## config.mk

```make
export PLATFORM = sky130hd
export DESIGN_NAME = cmp_flag_unit
export DESIGN_NICKNAME = d
export VERILOG_FILES = /design/src/rtl/cfu_pkg.sv /design/src/rtl/flag_ctrl.sv /design/src/rtl/flag_datapath.sv /design/src/rtl/cond_eval.sv /design/src/rtl/cmp_flag_unit.sv
export SDC_FILE = /design/constraint.sdc
export NUM_CORES = 1
export LEC_CHECK = 0
export CORE_MARGIN = 1.5
export CORE_UTILIZATION = 55
export DETAILED_ROUTE_END_ITERATION = 8
export GPL_TIMING_DRIVEN = 0
export PLACE_DENSITY = 0.89
export RECOVER_POWER = 50
export SLEW_MARGIN = 15
export SYNTH_ARGS = -nofsm -noshare
export SYNTH_HDL_FRONTEND = slang
export SYNTH_SLANG_ARGS = --single-unit
export TNS_END_PERCENT = 5
```

## constraint.sdc

```tcl
create_clock -name clk -period 3.2 [get_ports clk]
set_input_delay 0.64 -clock clk [delete_from_list [all_inputs] [get_ports clk]]
set_output_delay 0.64 -clock clk [all_outputs]
set_load 0.01 [all_outputs]
```

## src/rtl/cfu_pkg.sv

```systemverilog
package cfu_pkg;

  typedef enum logic [1:0] {
    OP_CMP = 2'b00,
    OP_AND = 2'b01,
    OP_XOR = 2'b10,
    OP_NOP = 2'b11
  } opKind_e;

  typedef struct packed {
    logic n;
    logic z;
    logic c;
    logic v;
  } flags_t;

  // Strobes from control to datapath
  typedef struct packed {
    logic ldNz;
    logic ldCarryArith;
    logic ldCarryShift;
    logic ldOvf;
    logic useDiff;
    logic useXor;
  } flagStrobe_t;

  localparam logic [3:0] CC_EQ = 4'd0;
  localparam logic [3:0] CC_NE = 4'd1;
  localparam logic [3:0] CC_CS = 4'd2;
  localparam logic [3:0] CC_CC = 4'd3;
  localparam logic [3:0] CC_MI = 4'd4;
  localparam logic [3:0] CC_PL = 4'd5;
  localparam logic [3:0] CC_VS = 4'd6;
  localparam logic [3:0] CC_VC = 4'd7;
  localparam logic [3:0] CC_HI = 4'd8;
  localparam logic [3:0] CC_LS = 4'd9;
  localparam logic [3:0] CC_GE = 4'd10;
  localparam logic [3:0] CC_LT = 4'd11;
  localparam logic [3:0] CC_GT = 4'd12;
  localparam logic [3:0] CC_LE = 4'd13;
  localparam logic [3:0] CC_AL = 4'd14;

endpackage

```

## src/rtl/flag_ctrl.sv

```systemverilog
module flag_ctrl
  import cfu_pkg::*;
(
  input  logic        opValid,
  input  logic [1:0]  opSel,
  input  logic        shiftApplied,
  output flagStrobe_t strb
);
  opKind_e kind;

  always_comb begin
    kind = opKind_e'(opSel);
    strb = '0;
    if (opValid) begin
      unique case (kind)
        OP_CMP: begin
          strb.ldNz         = 1'b1;
          strb.ldCarryArith = 1'b1;
          strb.ldOvf        = 1'b1;
          strb.useDiff      = 1'b1;
        end
        OP_AND: begin
          strb.ldNz         = 1'b1;
          strb.ldCarryShift = shiftApplied;
        end
        OP_XOR: begin
          strb.ldNz         = 1'b1;
          strb.ldCarryShift = shiftApplied;
          strb.useXor       = 1'b1;
        end
        default: strb = '0;
      endcase
    end
  end
endmodule

```

## src/rtl/flag_datapath.sv

```systemverilog
module flag_datapath
  import cfu_pkg::*;
#(
  parameter int DATA_W = 32
) (
  input  logic              clk,
  input  logic              rstN,
  input  logic [DATA_W-1:0] opA,
  input  logic [DATA_W-1:0] opB,
  input  logic              shiftCarry,
  input  flagStrobe_t       strb,
  output flags_t            flagsQ
);
  localparam int MSB = DATA_W - 1;

  logic [DATA_W:0]   diffExt;
  logic [DATA_W-1:0] diff;
  logic [DATA_W-1:0] logicRes;
  logic [DATA_W-1:0] selRes;
  logic              noBorrow;
  logic              sgnOvf;
  flags_t            flagsD;

  always_comb begin
    diffExt  = {1'b0, opA} - {1'b0, opB};
    diff     = diffExt[DATA_W-1:0];
    noBorrow = ~diffExt[DATA_W];
    sgnOvf   = (opA[MSB] ^ opB[MSB]) & (opA[MSB] ^ diff[MSB]);
    logicRes = strb.useXor ? (opA ^ opB) : (opA & opB);
    selRes   = strb.useDiff ? diff : logicRes;
  end

  always_comb begin
    flagsD = flagsQ;
    if (strb.ldNz) begin
      flagsD.n = selRes[MSB];
      flagsD.z = (selRes == '0);
    end
    if (strb.ldCarryArith)      flagsD.c = noBorrow;
    else if (strb.ldCarryShift) flagsD.c = shiftCarry;
    if (strb.ldOvf)             flagsD.v = sgnOvf;
  end

  always_ff @(posedge clk or negedge rstN) begin
    if (!rstN) flagsQ <= '0;
    else       flagsQ <= flagsD;
  end
endmodule

```

## src/rtl/cond_eval.sv

```systemverilog
module cond_eval
  import cfu_pkg::*;
(
  input  flags_t     flags,
  input  logic [3:0] condSel,
  output logic       take
);
  logic sgnLess;

  always_comb begin
    sgnLess = flags.n ^ flags.v;
    unique case (condSel)
      CC_EQ:   take = flags.z;
      CC_NE:   take = ~flags.z;
      CC_CS:   take = flags.c;
      CC_CC:   take = ~flags.c;
      CC_MI:   take = flags.n;
      CC_PL:   take = ~flags.n;
      CC_VS:   take = flags.v;
      CC_VC:   take = ~flags.v;
      CC_HI:   take = flags.c & ~flags.z;
      CC_LS:   take = ~flags.c | flags.z;
      CC_GE:   take = ~sgnLess;
      CC_LT:   take = sgnLess;
      CC_GT:   take = ~flags.z & ~sgnLess;
      CC_LE:   take = flags.z | sgnLess;
      CC_AL:   take = 1'b1;
      default: take = 1'b0;
    endcase
  end
endmodule

```

## src/rtl/cmp_flag_unit.sv

```systemverilog
module cmp_flag_unit
  import cfu_pkg::*;
#(
  parameter int DATA_W = 32
) (
  input  logic              clk,
  input  logic              rstN,
  input  logic              opValid,
  input  logic [1:0]        opSel,
  input  logic [DATA_W-1:0] opA,
  input  logic [DATA_W-1:0] opB,
  input  logic              shiftApplied,
  input  logic              shiftCarry,
  input  logic [3:0]        condSel,
  output logic [3:0]        flagsOut,
  output logic              condTake
);
  flagStrobe_t strb;
  flags_t      flagsQ;

  flag_ctrl u_ctrl (
    .opValid      (opValid),
    .opSel        (opSel),
    .shiftApplied (shiftApplied),
    .strb         (strb)
  );

  flag_datapath #(.DATA_W(DATA_W)) u_dp (
    .clk        (clk),
    .rstN       (rstN),
    .opA        (opA),
    .opB        (opB),
    .shiftCarry (shiftCarry),
    .strb       (strb),
    .flagsQ     (flagsQ)
  );

  cond_eval u_cond (
    .flags   (flagsQ),
    .condSel (condSel),
    .take    (condTake)
  );

  assign flagsOut = flagsQ;
endmodule

```

# Yosys cells after proc, flatten, opt, wreduce, memory -nomap -nowiden
# Index checks and enable logic that the tools add are counted.
# W data, S select, Z words.
# classes
addsub	1
eq_ne	16
mux	11
bitwise	16
n_reduce_logical	6
# ops
cell	count
$mux W32	2
$sub A32 B32 Y33	1
$and A32 B32 Y32	1
$logic_not A32 Y1	1
$xor A32 B32 Y32	1
$eq A4 B4 Y1 const B	7
$eq A4 B3 Y1 const B	4
$pmux W1 S15	1
$eq A4 B2 Y1 const B	2
$mux W1	6
$mux W6	1
$not A1 Y1	6
$eq A4 B1 Y1 const B	1
$logic_not A4 Y1	1
$and A1 B1 Y1	3
$reduce_or A3 Y1	1
$xor A1 B1 Y1	3
$eq A2 B1 Y1 const B	1
$eq A2 B2 Y1 const B	1
$logic_not A2 Y1	1
$mux W2	1
$or A1 B1 Y1	2
$reduce_bool A2 Y1	1
$reduce_or A2 Y1	1
# totals
ff_bits	4
input_bits	75
out_inout_bits	5
elab_cells	54

# Logic depth before layout (Yosys ltp)
# depth
ltp_word	7
ltp_mapped	13
mapped_depth_nobuf	13

# Modules after synthesis
# From an unflattened synthesis, not the netlist that was laid out.
# unflattened
hier_cells	449
area_unflattened_um2	3236.9
# modules_own_cells
mod	n_inst	cells_each	area_each_um2	seq_area_each_um2
flag_datapath	1	410	2952.8	100.1
cond_eval	1	28	193.9	0.0
flag_ctrl	1	11	90.1	0.0

# Worst setup path after synthesis
# Ideal clock, no wire load.
# synth_path
kind	input port to flip-flop
start	input port opA[0]
end	register, netlist name u_dp.flagsQ[2]
setup_ps	104
arrival_time_ps	3361
t_required_ps	3096
setup_slack_ps	-265
cell_stages	13
path_buffers	0
cell_sequence	inv_1 > ha_1 > fa_1 > nor2b_4 > o21bai_2 > a2111oi_0 > nor3b_2 > xor2_1 > nand4_1 > or4_4 > nor4_2 > a31oi_1 > o41ai_2
# synth_between
elab_chain_len	4
elab_cells_between_ends	6
classes_between	add/sub: 1; mux: 2; bitwise: 2; reduce/logical: 1
# synth_rtl
element	line_no	text
from (decl)	cmp_flag_unit.sv:10	input logic [DATA_W-1:0] opA,
parallel branches: the longest is 2 deep, another holds $sub A32 B32 Y33	--	
$mux W32 (*)	flag_datapath.sv:30	selRes = strb.useDiff ? diff : logicRes;
$logic_not A32 Y1 (*)	flag_datapath.sv:37	flagsD.z = (selRes == '0);
# Mark *: on every way between the ends.
# A chain may end at the register's enable or synchronous reset.

# Worst setup path after layout
# layout_path
start	input port opA[12]
end	register, netlist name u_dp.flagsQ[2]
# layout_between
elab_chain_len	4
elab_cells_between_ends	6
classes_between	add/sub: 1; mux: 2; bitwise: 2; reduce/logical: 1
# layout_rtl
element	line_no
parallel branches: the longest is 2 deep, another holds $sub A32 B32 Y33	--
$mux W32 (*)	flag_datapath.sv:30
$logic_not A32 Y1 (*)	flag_datapath.sv:37
# Marks and branches as above.

==> summary.txt <==
Status
  • Status: complete, but fails checks
  • Violated checks: design-rule violations, negative setup slack

Global route
  • Grt total ovfl: 0
  • Number of global-route vias before repair: 3983
  • Largest net degree at the start of global routing: 11
  • GRT Total Usage: 36.67%
  • Initial antenna violation count: 0
  • Global-route wire length before repair: 18040 um

Timing
  • Crit share post-route: 115.6%
  • Sum of negative setup slack: -0.7923 ns
  • Final worst slack: -0.4982 ns
  • Setup Skew: 0 ns
  • Fin crit period: 3.698 ns
  • Final-report hold violation count: 0
  • Max_slew headroom: 56.89%
  • Worst Tran Pin Value: 0.6466 ns
  • Fmax: 270.4 MHz
  • Setup violators final: 4
  • Unrepaired setup endpoints after global routing: true
  • Slew Limit Fails: 0

Clock network
  • Num CTS Buffers: 3
  • Clk root buf: clkbuf_8
  • Clk buf depth: 2
  • H-tree levels: 1
  • Clock sink count: 4
  • CTS Hold Bufs: 0
  • CTS tree: yes
  • Clock slew at reported path FFs: 0.04 ns
  • Worst skew pair latency: 0.22 ns

Finish
  • Filler cell count: 200
  • Layout cell share with drive strength beyond 1: 27.24%
  • ANT cells: 0
  • Design Area, Final: 4817 um2
  • Largest register FFs: 4
  • Commonest non-fill, non-tap cells in the layout: ha_1, clkdlybuf4s50_1, buf_4
  • Layout net count: 681
  • Area Growth Syn to Fin: 59.03%
  • Post-Layout Cell Count: 606
  • Top flop regs: u_dp.flagsQ (4)
  • Biggest register: u_dp.flagsQ

Logic synthesis
  • Largest family of logic cells by synthesized area: compound AO/OA/AOI/OAI gates
  • Compound-Gate Fraction of Synth Area: 32.76%
  • Post-Synth Simple-Gate Area: 19.08%
  • Netlist cell types: 64
  • Avg Inst Size Synth: 7.247 um2
  • Area contributors post-synth: ha_1, a21oi_1, inv_1, nand2_1, o21ai_0
  • Yosys top cell by area: ha_1
  • Register area share after synthesis: 3.304%
  • Synth Cell Area: 3029 um2
  • Synth top area share: 27.67%
  • Post-Synth Adder-Cell Area: 28.34%
  • Post-synth EDFFs: 0
  • Asr flop ratio synth: 100.0%
  • Most common flop cell mapped by yosys: dfrtp_1
  • Syn Inst Count: 418
  • XOR/XNOR Fraction of Synth Area: 6.939%
  • Post-synthesis mux area share: 1.652%
  • Yosys warnings: 0
  • Syn nets: 561
  • Synthesized flop and latch total: 4

Detailed routing
  • M1 WL: 4732 um
  • Final WL: 14240 um
  • Met2 WL: 6619 um
  • Average wire per standard cell: 23.49 um
  • Via count: 4342
  • Uppermost layer routed: met4
  • WL met3: 1467 um
  • Post-route DRC: 10
  • Post-DR vias/cell: 7.165
  • Pre-antenna DRT Iters: 9
  • Final ANT Viol Nets: 0
  • Iter 0 DRT Violations: 648

Worst hold path
  • Hold Path Class: in -> async

Critical path
  • Worst r2r src: u_dp.flagsQ[0]$_DFFE_PN0P_
  • Slowest CP cell: clkdlybuf4s50_1
  • Slowest stage delay, CP: 0.45 ns
  • Crit-path cells: clkdlybuf4s50_1 -> ha_1 -> buf_6 -> a21oi_2 -> o21a_1 -> a21o_1 -> a31o_2 -> a21oi_4 -> a2bb2oi_4 -> xor2_2 -> nor3_2 -> a22oi_2 -> o41ai_4
  • Worst EP arrival: 3.81 ns
  • CP Capture Type: flip-flop
  • WP data required: 3.31 ns
  • Reg2reg path depth: 3
  • Worst-path fanout max: 8
  • RR Endpoint: u_dp.flagsQ[0]$_DFFE_PN0P_
  • Critical path class: in -> reg
  • Critical Path Source Type: input port
  • R2r setup slk: 2.20 ns

Power and ir drop
  • PD cells: 237.2 nW/um2
  • Maximum vdd ir drop: 202.4 uV
  • Total Power: 1.143 mW
  • P_leak: 2.190 nW

Floorplanning
  • Starting Density: 58.20%
  • Die width: 77.21 um
  • Ports: 80
  • DIE HEIGHT: 77.21 um
  • Die area: 5961 um2
  • Core area: 5205 um2
  • Site Rows: 26

Placement
  • Post-DP HPWL: 6541 um
  • Dpl cells: 566
  • Place WS: -0.8266 ns
  • GPL Wtd Cong: 0.8708
  • Port bufs: 78
  • Placed inst area: 3906 um2

Run
  • Max cap viols: 0
## timing repair
action / 4_1_cts / 5_1_grt
pin swaps: 38 / 34
setup endpoints to repair: 5 / 5
gates resized for setup: 109 / 65
setup buffers: 25 / 13
## power by group
part | leakage, nW | switching [mW] | internal, mW
sequential | 0.0509 | 0.00698 | 0.0578
combinational | 2.12 | 0.529 | 0.438
clock | 0.0216 | 0.0301 | 0.0806
total | 2.19 | 0.566 | 0.576
## per-stage QoR
stage / hold slack (ns) / utilization [%]
2_1_floorplan: 0.3444 / -
4_1_cts: 0.6326 / 85.65
6_report: 0.6943 / 92.55
5_1_grt: 0.7172 / 92.55
3_5_place_dp: 0.6436 / 75.05
3_3_place_gp: 0.6220 / 75.05
## logic make-up after synthesis
logic type                 Yosys count
AOI/OAI and AO/OA                  147
DFF                                  4
buffers and inverters               59
muxes                                5
and+or+nand+nor                    111
xor gates and xnor gates            24
adders and majority gates           68
## worst max-delay path by stage
stage / start / end / slack, ns
after CTS: opA[0] / u_dp.flagsQ[2]$_DFFE_PN0P_ / -0.23
final: opA[12] / u_dp.flagsQ[2]$_DFFE_PN0P_ / -0.50
after global routing: opB[13] / u_dp.flagsQ[2]$_DFFE_PN0P_ / -0.50
after global placement: opB[4] / u_dp.flagsQ[2]$_DFFE_PN0P_ / -0.79
after detailed placement: opB[4] / u_dp.flagsQ[2]$_DFFE_PN0P_ / -0.83
after floorplan: opA[0] / u_dp.flagsQ[2]$_DFFE_PN0P_ / 0.02
## routing by layer
metal  track usage, %  vias up
met1            38.66     1911
met5                0        -
met4            23.64        0
li1                 -     1753
met3            5.476      193
met2            67.02      485
## worst max-delay path: cells and delay by family
kind / cells / cell delay (ns)
AO/OA/AOI/OAI: 8 / 1.74
XOR/XNOR: 1 / 0.18
adder cells (fa/ha/maj): 1 / 0.33
buffers and inverters: 2 / 0.60
AND/OR/NAND/NOR: 1 / 0.31
## Yosys cell counts, drive strengths merged (2+ instances only)
cell type,number
a21oi,44
nor4,5
mux2i,5
o31ai,7
a41oi,2
nor2,21
o21a,6
a21o,15
xnor2,14
a221oi,2
or4,4
buf,7
o41ai,4
o21bai,2
o211ai,6
a211oi,3
inv,42
nand4,9
a31o,2
a31oi,11
o21ai,31
xor2,10
nand3,5
and3,4
clkbuf,10
nor2b,5
nand2,38
and4,2
dfrtp,4
a22oi,3
nand2b,6
ha,67
nor3,7
## final cells by class
type	count	area, um2	area share (%)
multi-input combinational	355	3253	67.53
timing repair buffer	116	1061	22.03
inverter	42	160.2	3.325
buffer	16	113.9	2.364
sequential	4	100.1	2.078
tap	70	87.58	1.818
clock buffer	3	41.29	0.8571
No activity file was read; power rests on OpenSTA's default activity.
